===== src/rtl/rn_pkg.sv =====
package rn_pkg;
  localparam int SEQ_W = 16;

  // wrap-safe ordering: a is younger than b
  function automatic logic seq_younger(input logic [SEQ_W-1:0] a,
                                       input logic [SEQ_W-1:0] b);
    logic [SEQ_W-1:0] d;
    d = a - b;
    return (d != '0) && !d[SEQ_W-1];
  endfunction
endpackage


===== src/rtl/rn_map_table.sv =====
module rn_map_table #(
  parameter int NUM_ARCH = 32,
  parameter int NUM_PHYS = 64,
  localparam int AW = $clog2(NUM_ARCH),
  localparam int PW = $clog2(NUM_PHYS)
) (
  input  logic          clk,
  input  logic          rst_n,
  input  logic [AW-1:0] rd0_arch,
  input  logic [AW-1:0] rd1_arch,
  input  logic [AW-1:0] rd2_arch,
  output logic [PW-1:0] rd0_phys,
  output logic [PW-1:0] rd1_phys,
  output logic [PW-1:0] rd2_phys,
  input  logic          wr_en,
  input  logic [AW-1:0] wr_arch,
  input  logic [PW-1:0] wr_phys,
  input  logic          rst_en,
  input  logic [AW-1:0] rst_arch,
  input  logic [PW-1:0] rst_phys
);
  logic [PW-1:0] map_q [NUM_ARCH];

  assign rd0_phys = map_q[rd0_arch];
  assign rd1_phys = map_q[rd1_arch];
  assign rd2_phys = map_q[rd2_arch];

  for (genvar g = 0; g < NUM_ARCH; g++) begin : g_ent
    always_ff @(posedge clk) begin
      if (!rst_n)
        map_q[g] <= PW'(g);
      else if (rst_en && rst_arch == AW'(g))
        map_q[g] <= rst_phys;
      else if (wr_en && wr_arch == AW'(g))
        map_q[g] <= wr_phys;
    end
  end

  // a rollback restore never coincides with a rename write
  map_one_writer_chk: assert property (@(posedge clk) disable iff (!rst_n)
    !(wr_en && rst_en));
endmodule


===== src/rtl/rn_free_pool.sv =====
module rn_free_pool #(
  parameter int NUM_ARCH = 32,
  parameter int NUM_PHYS = 64,
  localparam int PW = $clog2(NUM_PHYS)
) (
  input  logic          clk,
  input  logic          rst_n,
  output logic          empty,
  output logic [PW-1:0] alloc_idx,
  input  logic          alloc_take,
  input  logic          rel0_en,
  input  logic [PW-1:0] rel0_idx,
  input  logic          rel1_en,
  input  logic [PW-1:0] rel1_idx
);
  logic [NUM_PHYS-1:0] free_q, free_d;
  logic found;

  // lowest-numbered free register
  always_comb begin
    alloc_idx = '0;
    found = 1'b0;
    for (int i = 0; i < NUM_PHYS; i++) begin
      if (!found && free_q[i]) begin
        alloc_idx = PW'(i);
        found = 1'b1;
      end
    end
  end

  assign empty = !found;

  always_comb begin
    free_d = free_q;
    if (alloc_take) free_d[alloc_idx] = 1'b0;
    if (rel0_en)    free_d[rel0_idx]  = 1'b1;
    if (rel1_en)    free_d[rel1_idx]  = 1'b1;
  end

  always_ff @(posedge clk) begin
    if (!rst_n) begin
      for (int i = 0; i < NUM_PHYS; i++) free_q[i] <= (i >= NUM_ARCH);
    end else begin
      free_q <= free_d;
    end
  end

  // nothing is taken from an empty pool
  no_take_empty_chk: assert property (@(posedge clk) disable iff (!rst_n)
    alloc_take |-> !empty);
  // a commit returns a register that was in use
  rel0_inuse_chk: assert property (@(posedge clk) disable iff (!rst_n)
    rel0_en |-> !free_q[rel0_idx]);
  // a rollback returns a register that was in use
  rel1_inuse_chk: assert property (@(posedge clk) disable iff (!rst_n)
    rel1_en |-> !free_q[rel1_idx]);
endmodule


===== src/rtl/rn_history.sv =====
module rn_history #(
  parameter int NUM_ARCH = 32,
  parameter int NUM_PHYS = 64,
  parameter int NUM_HIST = 32,
  localparam int SW = rn_pkg::SEQ_W,
  localparam int AW = $clog2(NUM_ARCH),
  localparam int PW = $clog2(NUM_PHYS),
  localparam int HW = $clog2(NUM_HIST),
  localparam int CW = $clog2(NUM_HIST + 1)
) (
  input  logic          clk,
  input  logic          rst_n,
  input  logic          push,
  input  logic [SW-1:0] push_seq,
  input  logic [AW-1:0] push_arch,
  input  logic [PW-1:0] push_new,
  input  logic [PW-1:0] push_prev,
  input  logic          pop_head,
  input  logic          pop_tail,
  output logic          empty,
  output logic          full,
  output logic [SW-1:0] head_seq,
  output logic [PW-1:0] head_prev,
  output logic [SW-1:0] tail_seq,
  output logic [AW-1:0] tail_arch,
  output logic [PW-1:0] tail_new,
  output logic [PW-1:0] tail_prev
);
  logic [SW-1:0] seq_m  [NUM_HIST];
  logic [AW-1:0] arch_m [NUM_HIST];
  logic [PW-1:0] new_m  [NUM_HIST];
  logic [PW-1:0] prev_m [NUM_HIST];
  logic [HW-1:0] head_q, tail_q, last_idx;
  logic [CW-1:0] cnt_q;

  function automatic logic [HW-1:0] wrap_inc(input logic [HW-1:0] p);
    return (p == HW'(NUM_HIST - 1)) ? '0 : p + 1'b1;
  endfunction
  function automatic logic [HW-1:0] wrap_dec(input logic [HW-1:0] p);
    return (p == '0) ? HW'(NUM_HIST - 1) : p - 1'b1;
  endfunction

  assign last_idx  = wrap_dec(tail_q);
  assign empty     = (cnt_q == '0);
  assign full      = (cnt_q == CW'(NUM_HIST));
  assign head_seq  = seq_m[head_q];
  assign head_prev = prev_m[head_q];
  assign tail_seq  = seq_m[last_idx];
  assign tail_arch = arch_m[last_idx];
  assign tail_new  = new_m[last_idx];
  assign tail_prev = prev_m[last_idx];

  always_ff @(posedge clk) begin
    if (push) begin
      seq_m[tail_q]  <= push_seq;
      arch_m[tail_q] <= push_arch;
      new_m[tail_q]  <= push_new;
      prev_m[tail_q] <= push_prev;
    end
  end

  always_ff @(posedge clk) begin
    if (!rst_n) begin
      head_q <= '0;
      tail_q <= '0;
      cnt_q  <= '0;
    end else begin
      if (pop_head) head_q <= wrap_inc(head_q);
      if (push)          tail_q <= wrap_inc(tail_q);
      else if (pop_tail) tail_q <= last_idx;
      case ({push, pop_head | pop_tail})
        2'b10:   cnt_q <= cnt_q + 1'b1;
        2'b01:   cnt_q <= cnt_q - 1'b1;
        default: cnt_q <= cnt_q;
      endcase
    end
  end


  no_overflow_chk: assert property (@(posedge clk) disable iff (!rst_n)
    push |-> (!full || pop_head));

  no_underflow_chk: assert property (@(posedge clk) disable iff (!rst_n)
    (pop_head || pop_tail) |-> !empty);
  // rollback pops are exclusive with pushes and commits
  tail_pop_alone_chk: assert property (@(posedge clk) disable iff (!rst_n)
    pop_tail |-> !(push || pop_head));
endmodule


===== src/rtl/reg_rename_unit.sv =====
module reg_rename_unit #(
  parameter int NUM_ARCH = 32,
  parameter int NUM_PHYS = 64,
  parameter int NUM_HIST = 32,
  localparam int SW = rn_pkg::SEQ_W,
  localparam int AW = $clog2(NUM_ARCH),
  localparam int PW = $clog2(NUM_PHYS)
) (
  input  logic          clk,
  input  logic          rst_n,
  input  logic          ren_valid,
  input  logic [SW-1:0] ren_seq,
  input  logic [AW-1:0] ren_src0,
  input  logic [AW-1:0] ren_src1,
  input  logic [AW-1:0] ren_dst,
  input  logic          ren_has_dst,
  output logic          ren_accept,
  output logic [PW-1:0] src0_phys,
  output logic [PW-1:0] src1_phys,
  output logic [PW-1:0] dst_phys,
  input  logic          commit_valid,
  input  logic [SW-1:0] commit_seq,
  input  logic          squash_valid,
  input  logic [SW-1:0] squash_seq,
  output logic          stall,
  output logic          busy,
  output logic          regs_full
);
  import rn_pkg::*;

  logic          busy_q;
  logic [SW-1:0] sq_seq_q;
  logic          pool_empty, hist_empty, hist_full;
  logic [PW-1:0] alloc_idx, dst_old_phys;
  logic          alloc_take, commit_hit, rb_pop;
  logic [SW-1:0] head_seq, tail_seq;
  logic [PW-1:0] head_prev, tail_new, tail_prev;
  logic [AW-1:0] tail_arch;

  // named internal events
  assign stall      = busy_q | squash_valid | pool_empty | hist_full;
  assign ren_accept = ren_valid & ~stall;
  assign alloc_take = ren_accept & ren_has_dst;
  assign regs_full  = ren_valid & ren_has_dst & pool_empty;
  assign commit_hit = commit_valid & ~busy_q & ~squash_valid & ~hist_empty &
                      (head_seq == commit_seq);
  assign rb_pop     = busy_q & ~hist_empty & seq_younger(tail_seq, sq_seq_q);
  assign busy       = busy_q;
  assign dst_phys   = alloc_idx;

  always_ff @(posedge clk) begin
    if (!rst_n) begin
      busy_q   <= 1'b0;
      sq_seq_q <= '0;
    end else if (busy_q) begin
      busy_q <= rb_pop;
    end else if (squash_valid) begin
      busy_q   <= 1'b1;
      sq_seq_q <= squash_seq;
    end
  end

  rn_map_table #(.NUM_ARCH(NUM_ARCH), .NUM_PHYS(NUM_PHYS)) map_i (
    .clk(clk), .rst_n(rst_n),
    .rd0_arch(ren_src0), .rd1_arch(ren_src1), .rd2_arch(ren_dst),
    .rd0_phys(src0_phys), .rd1_phys(src1_phys), .rd2_phys(dst_old_phys),
    .wr_en(alloc_take), .wr_arch(ren_dst), .wr_phys(alloc_idx),
    .rst_en(rb_pop), .rst_arch(tail_arch), .rst_phys(tail_prev)
  );

  rn_free_pool #(.NUM_ARCH(NUM_ARCH), .NUM_PHYS(NUM_PHYS)) pool_i (
    .clk(clk), .rst_n(rst_n),
    .empty(pool_empty), .alloc_idx(alloc_idx), .alloc_take(alloc_take),
    .rel0_en(commit_hit), .rel0_idx(head_prev),
    .rel1_en(rb_pop), .rel1_idx(tail_new)
  );

  rn_history #(.NUM_ARCH(NUM_ARCH), .NUM_PHYS(NUM_PHYS), .NUM_HIST(NUM_HIST)) hist_i (
    .clk(clk), .rst_n(rst_n),
    .push(alloc_take), .push_seq(ren_seq), .push_arch(ren_dst),
    .push_new(alloc_idx), .push_prev(dst_old_phys),
    .pop_head(commit_hit), .pop_tail(rb_pop),
    .empty(hist_empty), .full(hist_full),
    .head_seq(head_seq), .head_prev(head_prev),
    .tail_seq(tail_seq), .tail_arch(tail_arch),
    .tail_new(tail_new), .tail_prev(tail_prev)
  );


  no_accept_busy_chk: assert property (@(posedge clk) disable iff (!rst_n)
    ren_accept |-> !busy_q);

  full_blocks_chk: assert property (@(posedge clk) disable iff (!rst_n)
    regs_full |-> !ren_accept);

  busy_starts_chk: assert property (@(posedge clk) disable iff (!rst_n)
    (!busy_q && squash_valid) |=> busy_q);
  // rollback ends only when no younger record remains
  busy_ends_chk: assert property (@(posedge clk) disable iff (!rst_n)
    (busy_q && rb_pop) |=> busy_q);
endmodule


===== config.mk =====
export PLATFORM = sky130hd
export DESIGN_NAME = reg_rename_unit
export DESIGN_NICKNAME = d
export VERILOG_FILES = /design/src/rtl/rn_pkg.sv /design/src/rtl/rn_map_table.sv /design/src/rtl/rn_free_pool.sv /design/src/rtl/rn_history.sv /design/src/rtl/reg_rename_unit.sv
export SDC_FILE = /design/constraint.sdc
export NUM_CORES = 2
export LEC_CHECK = 0
export BUFFER_PORTS_ARGS = -buffer_cell sky130_fd_sc_hd__buf_2
export CELL_PAD_IN_SITES_DETAIL_PLACEMENT = 1
export CELL_PAD_IN_SITES_GLOBAL_PLACEMENT = 1
export CORE_MARGIN = 5
export CORE_UTILIZATION = 50
export CTS_CLUSTER_SIZE = 16
export DETAILED_ROUTE_END_ITERATION = 12
export PLACE_DENSITY = 0.79
export SYNTH_ARGS = -nofsm -noshare
export SYNTH_HDL_FRONTEND = slang
export SYNTH_SLANG_ARGS = --single-unit

===== constraint.sdc =====
create_clock -name clk -period 12.3 [get_ports clk]
set_clock_uncertainty 0.15 [all_clocks]
set_input_delay 0.615 -clock clk [delete_from_list [all_inputs] [get_ports clk]]
set_output_delay 0.615 -clock clk [all_outputs]
set_load 0.02 [all_outputs]

* Word-level counts from Yosys, hierarchy flattened
Memories as Yosys holds them, arrays and structs flattened. A register that Yosys moved wholly into a read port is not among the register bits. Cells that the tools add are included.
Word-level totals: bits in registers 97, bits in latches 0, memory bits (writable) 1248, memory bits (read-only) 0, input bits 69, output and inout port bits 22, word-level logic and storage cells 820, memories 5
Memory list:
- hist_i.seq_m | words 32, bits a word 16, read ports 2, clocked after memory_dff 1, wr ports 1, line rn_history.sv:29 | logic [SW-1:0] seq_m [NUM_HIST];
- hist_i.new_m | words 32, bits a word 6, read ports 1, clocked after memory_dff 0, wr ports 1, line rn_history.sv:31 | logic [PW-1:0] new_m [NUM_HIST];
- hist_i.prev_m | words 32, bits a word 6, read ports 2, clocked after memory_dff 1, wr ports 1, line rn_history.sv:32 | logic [PW-1:0] prev_m [NUM_HIST];
- map_i.map_q | words 32, bits a word 6, read ports 3, clocked after memory_dff 0, wr ports 32, line rn_map_table.sv:22 | logic [PW-1:0] map_q [NUM_ARCH];
- hist_i.arch_m | words 32, bits a word 5, read ports 1, clocked after memory_dff 0, wr ports 1, line rn_history.sv:30 | logic [AW-1:0] arch_m [NUM_HIST];
Cells by class: $add $sub $neg 6, multipliers 0, divide/modulo/power cells 0, $lt $le $gt $ge 6, equal/unequal tests 68, shift operators 0, multiplexer cells 439, bitwise logic cells 86, reductions and logical operators 204
Operator list (count):
- 6-bit 2-to-1 mux | 96
- 1-bit 2-to-1 mux | 297
- 64-bit 2-to-1 mux | 3
- 5-bit == test, second input constant | 34
- 1-bit logical AND | 131
- 64-bit OR | 2
- 5-bit 2-to-1 mux | 25
- 5-bit by 4-bit == test with 1-bit output, second input constant | 16
- 1-bit OR | 68
- 1-bit logical NOT | 65
- 64-bit bitwise AND | 1
- 64-bit inverter | 1
- 5-bit by 3-bit == test with 1-bit output, second input constant | 8
- 4-bit 2-to-1 mux | 8
- 6-bit by 7-bit < comparator with 1-bit output, second input constant | 3
- 5-bit by 2-bit == test with 1-bit output, second input constant | 4
- 1-bit demux with 6-bit select | 3
- 6-bit by 1-bit greater-or-equal comparator with 1-bit output, second input constant | 3
- 16-bit == test | 1
- 16-bit nonzero test | 1
- 16-bit subtractor | 1
- 5-bit logical NOT | 3
- 3-bit 2-to-1 mux | 4
- 6-bit case mux with 2 select lines | 1
- 14 further kinds | 30

* Longest topological paths before layout
depth in word-level cells 202, mapped depth 47, gate-level depth less buffers 31

* Cells and area by module
Synthesis repeated with hierarchy kept, for this count alone.
Unflattened totals: cells, all modules 4657, area, all modules 67020.5 um^2
Modules (own cells, without submodules):
- rn_history | times used 1, cells an instance 2944, area an instance 47311.6 um^2, sequential area each 32130.8 um^2
- rn_map_table | times used 1, cells an instance 936, area an instance 13726.9 um^2, sequential area each 5765.5 um^2
- rn_free_pool | times used 1, cells an instance 537, area an instance 4201.5 um^2, sequential area each 1281.2 um^2
- reg_rename_unit | times used 1, cells an instance 240, area an instance 1780.5 um^2, sequential area each 340.3 um^2

* Worst setup path before layout
Ideal clock, no wire load.
path kind reg2reg, start point reg hist_i.tail_q[0], end point reg hist_i.cnt_q[5], library setup time 70 ps, arrival time 10250 ps, data required time 12080 ps, path slack 1829 ps, stages on the path, launching flop included 42, path buffers 13, clock period less this slack 10471 ps, cells stage by stage dfxtp_1 > clkbuf_1 > clkbuf_1 > clkinv_1 > clkbuf_1 > clkbuf_1 > clkbuf_1 > clkbuf_1 > clkbuf_1 > ha_1 > or4b_1 > buf_2 > nand2_1 > buf_2 > buf_2 > buf_2 > buf_2 > buf_2 > (+6 left out) > nand2b_1 > o2111ai_1 > or4b_2 > a2111o_1 > a2111oi_0 > o2111ai_1 > o41ai_4 > nor2_1 > or2_2 > ha_1 > ha_1 > a21o_1 > a21oi_1 > o21bai_1 > a21oi_1 > xnor2_1 > or3_1 > a21oi_1
On the way: word-level cells in the longest chain between the ends 10, elaborated cells on any way between the ends 14, those cells by class add/sub (2); eq/ne (2); mux (2); bitwise (2); reduce/logical (5); memory (1)
RTL lines:
- start: declaration | line rn_history.sv:33 | logic [HW-1:0] head_q, tail_q, last_idx;
- start signal: assignment | line rn_history.sv:69 | if (push) tail_q <= wrap_inc(tail_q);
- start signal: assignment | line rn_history.sv:70 | else if (pop_tail) tail_q <= last_idx;
- 5-bit by 1-bit subtractor with 5-bit output / 5-bit logical NOT (equally long branches) | line rn_history.sv:40 | return (p == '0) ? HW'(NUM_HIST - 1) : p - 1'b1;
- 5-bit 2-to-1 mux (*) | line rn_history.sv:40
- memory read 32 x 16 bit (*)
- 16-bit subtractor (*) | line rn_pkg.sv:8 | d = a - b;
- 16-bit nonzero test / 1-bit logical NOT (equally long branches) | line rn_pkg.sv:9 | return (d != '0) && !d[SEQ_W-1];
- 1-bit logical AND (*) | line rn_pkg.sv:9
- 1-bit bitwise AND (*) | line reg_rename_unit.sv:47 | assign rb_pop = busy_q & ~hist_empty & seq_younger(tail_seq, sq_seq_q);
- 1-bit OR (*) | line rn_history.sv:71 | case ({push, pop_head | pop_tail})
- 2-bit by 1-bit == test with 1-bit output / 2-bit == test (equally long branches) | line rn_history.sv:71
- 6-bit case mux with 2 select lines / 2-bit nonzero test (equally long branches)
- end signal: assignment | line rn_history.sv:72 | 2'b10: cnt_q <= cnt_q + 1'b1;
- end signal: assignment | line rn_history.sv:73 | 2'b01: cnt_q <= cnt_q - 1'b1;
- end signal: assignment | line rn_history.sv:74 | default: cnt_q <= cnt_q;
- end: declaration | line rn_history.sv:34 | logic [CW-1:0] cnt_q;
Every way passes the cells marked *; elsewhere a longest branch is shown, timed or not. A chain may end at the register's enable or synchronous reset.

* Final worst setup path
Same ends and word-level chain as after synthesis.

==> run_results.csv <==
group,metric,value,unit
outcome,status,"finished clean",
worst_setup_path,worst_path_largest_cell_delay,0.73,ns
routing,post_drt_wl_per_cell,39.8,um
sta,tns,0,ns
clocking,cts_setup_buffers,0,
synthesis,yosysUniqueCellTypes,96,
power_and_ir_drop,power.density,141,nW/um^2
routing,initialDrtViolationCount,7847,
hold_path,worstHoldStart,"ren_seq[5]",
power_and_ir_drop,pwr-share-seq,0.482,
synthesis,yosys_most_used_dff,"edfxtp_1",
synthesis,syn_nets,4648,
clocking,clk_latency,0.80,ns
place,place_hpwl,158,mm
worst_setup_path,cpMostUsedCell,"ha_1",
sta,hold_viol,0,
sta,final.period_utilization,0.812,
worst_setup_path,r2r_end,"hist_i.cnt_q[5]$_SDFFE_PN0P_",
floorplanning,rows,134,
worst_setup_path,start_kind,"flop",
clocking,cts_buffer_depth,3,
routing,via_count,49900,
final_layout,area_delta_synth_final,10.7,%
job,cap_violations,0,
worst_setup_path,reg2reg_slack,2.32,ns
power_and_ir_drop,power,10.5,mW
synthesis,ys_warn_count,0,
sta,setup_viol,0,
worst_setup_path,critPathCaptureType,"flop",
global_routing,grt_pass1_wl,366,mm
routing,drcViolationCount,0,
power_and_ir_drop,vdd_drop_max,0.141,mV
floorplanning,die_h,377,um
routing,ant_nets,0,
routing,detail_route.vias_per_cell,7.76,
sta,relSlewSlack,0.0775,
routing,first_pass_iters,6,
power_and_ir_drop,p_clk_frac,0.414,
global_routing,antenna_found_initial,16,
place,gp_congestion,0.958,
synthesis,synth_area,67300,um^2
synthesis,synth_edf_count,1248,
clocking,cts_max_level,4,
clocking,cts_buffers,144,
floorplanning,ios,91,
sta,period_minus_slack,9.98,ns
final_layout,utilization,0.558,
power_and_ir_drop,p_leak,23.3,nW
worst_setup_path,worstReg2RegStart,"hist_i.tail_q[0]$_SDFFE_PN0P_",
clocking,cts.repair.resized,0,
sta,finalWorstSetupSlack,2.32,ns
final_layout,drive_above_1_share,0.224,
clocking,hold_buffers,16,
hold_path,hold_depth,1,
power_and_ir_drop,p_sw,2.70,mW
hold_path,min_to,"hist_i.seq_m[25][5]$_DFFE_PP_",
final_layout,final_area,74500,um^2
floorplanning,die_area,142000,um^2
power_and_ir_drop,comb_power_share,0.104,
global_routing,grt_max_degree,125,
synthesis,ys_seq_elements,1350,
worst_setup_path,critical_path_class,"reg -> reg",
hold_path,worstHoldPathType,"in -> reg",
global_routing,overflow,0,
routing,wl,256,mm
worst_setup_path,crit_path_top_delay_cell,"dfxtp_4",
global_routing,grt_pass1_vias,50600,
floorplanning,start_util,0.504,
place,place_area,69700,um^2
synthesis,async_flop_share,0,
worst_setup_path,worst_ep_required_time,12.86,ns
global_routing,track_usage,0.355,
final_layout,nNetsFinal,4633,
worst_setup_path,crit_fanout,68,
sta,maxSlewViolCount,0,
worst_setup_path,worstPathArrival,10.54,ns
synthesis,yosysSeqAreaShare,0.587,
power_and_ir_drop,p_int,7.82,mW
sta,rsz0062_at_grt,"no",
sta,worst_pin_slew,1.37,ns
power_and_ir_drop,switching_share,0.257,
sta,max_freq,0.100,GHz
clocking,cts_root_buf,"clkbuf_16",
clocking,clkTransAtPathRegs,0.06,ns
worst_setup_path,r2r_cells,29,
clocking,cts.sinks,1350,
floorplanning,die_width,377,um
clocking,cts_tree,"yes",
synthesis,syn_inst,4549,
synthesis,synth_area_per_cell,14.8,um^2
place,dp_slack,2.51,ns
floorplanning,core_area,134000,um^2
place,io_buffers,90,
-- critical path: cells and delay by family (launching register included) --
kind | cells | cell delay, ns
and+or+nand+nor | 8 | 2.81
DFF | 1 | 0.73
AOI/OAI and AO/OA | 12 | 3.04
buffers and inverters | 4 | 1.71
adders and majority gates | 4 | 1.24
xor gates and xnor gates | 1 | 0.10
-- cell usage in the layout, fill, tap and decap left out, types with 30 or more instances in the layout --
cell	n
clkbuf_1	37
mux2i_1	105
nor2_1	144
buf_4	130
buf_2	87
and3_1	147
a31oi_1	38
nand4_1	52
o21ai_0	67
a32oi_1	40
dfxtp_1	96
nand2_1	232
a21oi_1	124
a22oi_1	49
clkbuf_16	147
o22ai_1	101
o211ai_1	64
a211oi_1	159
nor3_1	60
mux4_2	478
inv_1	63
edfxtp_1	1248
o221ai_1	85
o32ai_1	48
nor2b_1	30
nand2b_1	37
nor4_1	35
nand3_1	120
o311ai_0	44
-- flip-flops by register name, indices dropped and copies added (netlist names), named ones only --
register and cells:
pool_i.free_q 64, hist_i.cnt_q 6, hist_i.seq_m 512, busy 1, hist_i.prev_m 192, map_i.map_q 192, hist_i.head_q 5, hist_i.new_m 192
sq_seq_q 16, hist_i.tail_q 5, hist_i.arch_m 160
-- synth_stat cells, types with 64 or more instances --
cell type  instances  share of area
inv_1             65         0.0036
o211ai_1          64         0.0071
buf_2             86         0.0064
nand2_1          234          0.013
dfxtp_1          102          0.030
o22ai_1          102         0.0095
clkbuf_1         235          0.013
nor3_1            66         0.0049
o221ai_1          85          0.011
a21oi_1          124         0.0092
a211oi_1         159          0.018
o21ai_0           68         0.0051
mux4_2           478           0.16
nor2_1           175         0.0098
mux2i_1          107          0.016
edfxtp_1        1248           0.56
nand3_1          120         0.0089
and3_1           147          0.014
-- logic make-up (layout without fill, tap and decap cells) --
kind of cell             count (synthesis)  after routing  synth area share
AO/OA/AOI/OAI                         1032           1032             0.113
XOR/XNOR                                17             17           0.00266
adder cells (fa/ha/maj)                 30             30           0.00580
buffers and inverters                  467            567            0.0293
flip-flops                            1350           1350             0.587
multiplexers                           607            607             0.179
other                                    0             10                 0
AND/OR/NAND/NOR                       1046           1046            0.0823
-- power by group through the flow --
stage	logic (mW)	clock network (mW)	registers (mW)
after floorplan	0.625	0	5.15
after global placement	1.01	0	5.16
after detailed placement	1.04	0	5.16
after CTS	1.05	4.36	5.07
after global routing	1.12	4.58	5.07
final	1.09	4.36	5.07
-- through the flow --
stage / instances / hold WS [ns]
2_1_floorplan: 4549 / 0.286
6_report: 6427 / 0.174
3_5_place_dp: 6140 / 0.308
5_1_grt: 6419 / 0.172
3_3_place_gp: 6140 / 0.298
4_1_cts: 6417 / 0.117
-- layout make-up --
cell class                      instances  area [um^2]
Sequential cell                      1350        39500
Inverter                               68          260
Clock inverter                         73          733
Timing Repair Buffer                  238         1670
Multi-Input combinational cell       2732        26200
Tap cell                             1768         2210
Antenna cell                           10         25.0
Clock buffer                          188         3870
Fill cell                           12400        59100
-- routing by layer --
metal / share of wire / GRT usage / vias up
li1: - / - / 19200
met1: 0.34 / 0.442 / 25300
met2: 0.46 / 0.552 / 4257
met3: 0.13 / 0.101 / 1136
met4: 0.076 / 0.221 / 16
met5: 0.00048 / 0 / -
-- how the worst max path moves through the flow --
| stage | start | end | slack [ns] | cells past startpoint |
|---|---|---|---|---|
| 2_1_floorplan | hist_i.tail_q[0]$_SDFFE_PN0P_ | hist_i.cnt_q[5]$_SDFFE_PN0P_ | 1.83 | 41 |
| 3_3_place_gp | hist_i.tail_q[0]$_SDFFE_PN0P_ | hist_i.cnt_q[5]$_SDFFE_PN0P_ | 2.71 | 29 |
| 3_5_place_dp | hist_i.tail_q[0]$_SDFFE_PN0P_ | hist_i.cnt_q[5]$_SDFFE_PN0P_ | 2.51 | 29 |
| 4_1_cts | hist_i.tail_q[0]$_SDFFE_PN0P_ | hist_i.cnt_q[5]$_SDFFE_PN0P_ | 2.46 | 29 |
| 5_1_grt | hist_i.tail_q[0]$_SDFFE_PN0P_ | map_i.map_q[3][2]$_DFFE_PP_ | 2.06 | 20 |
| 6_report | hist_i.tail_q[0]$_SDFFE_PN0P_ | hist_i.cnt_q[5]$_SDFFE_PN0P_ | 2.32 | 29 |
Note: power is estimated with default switching activity, not from simulation.
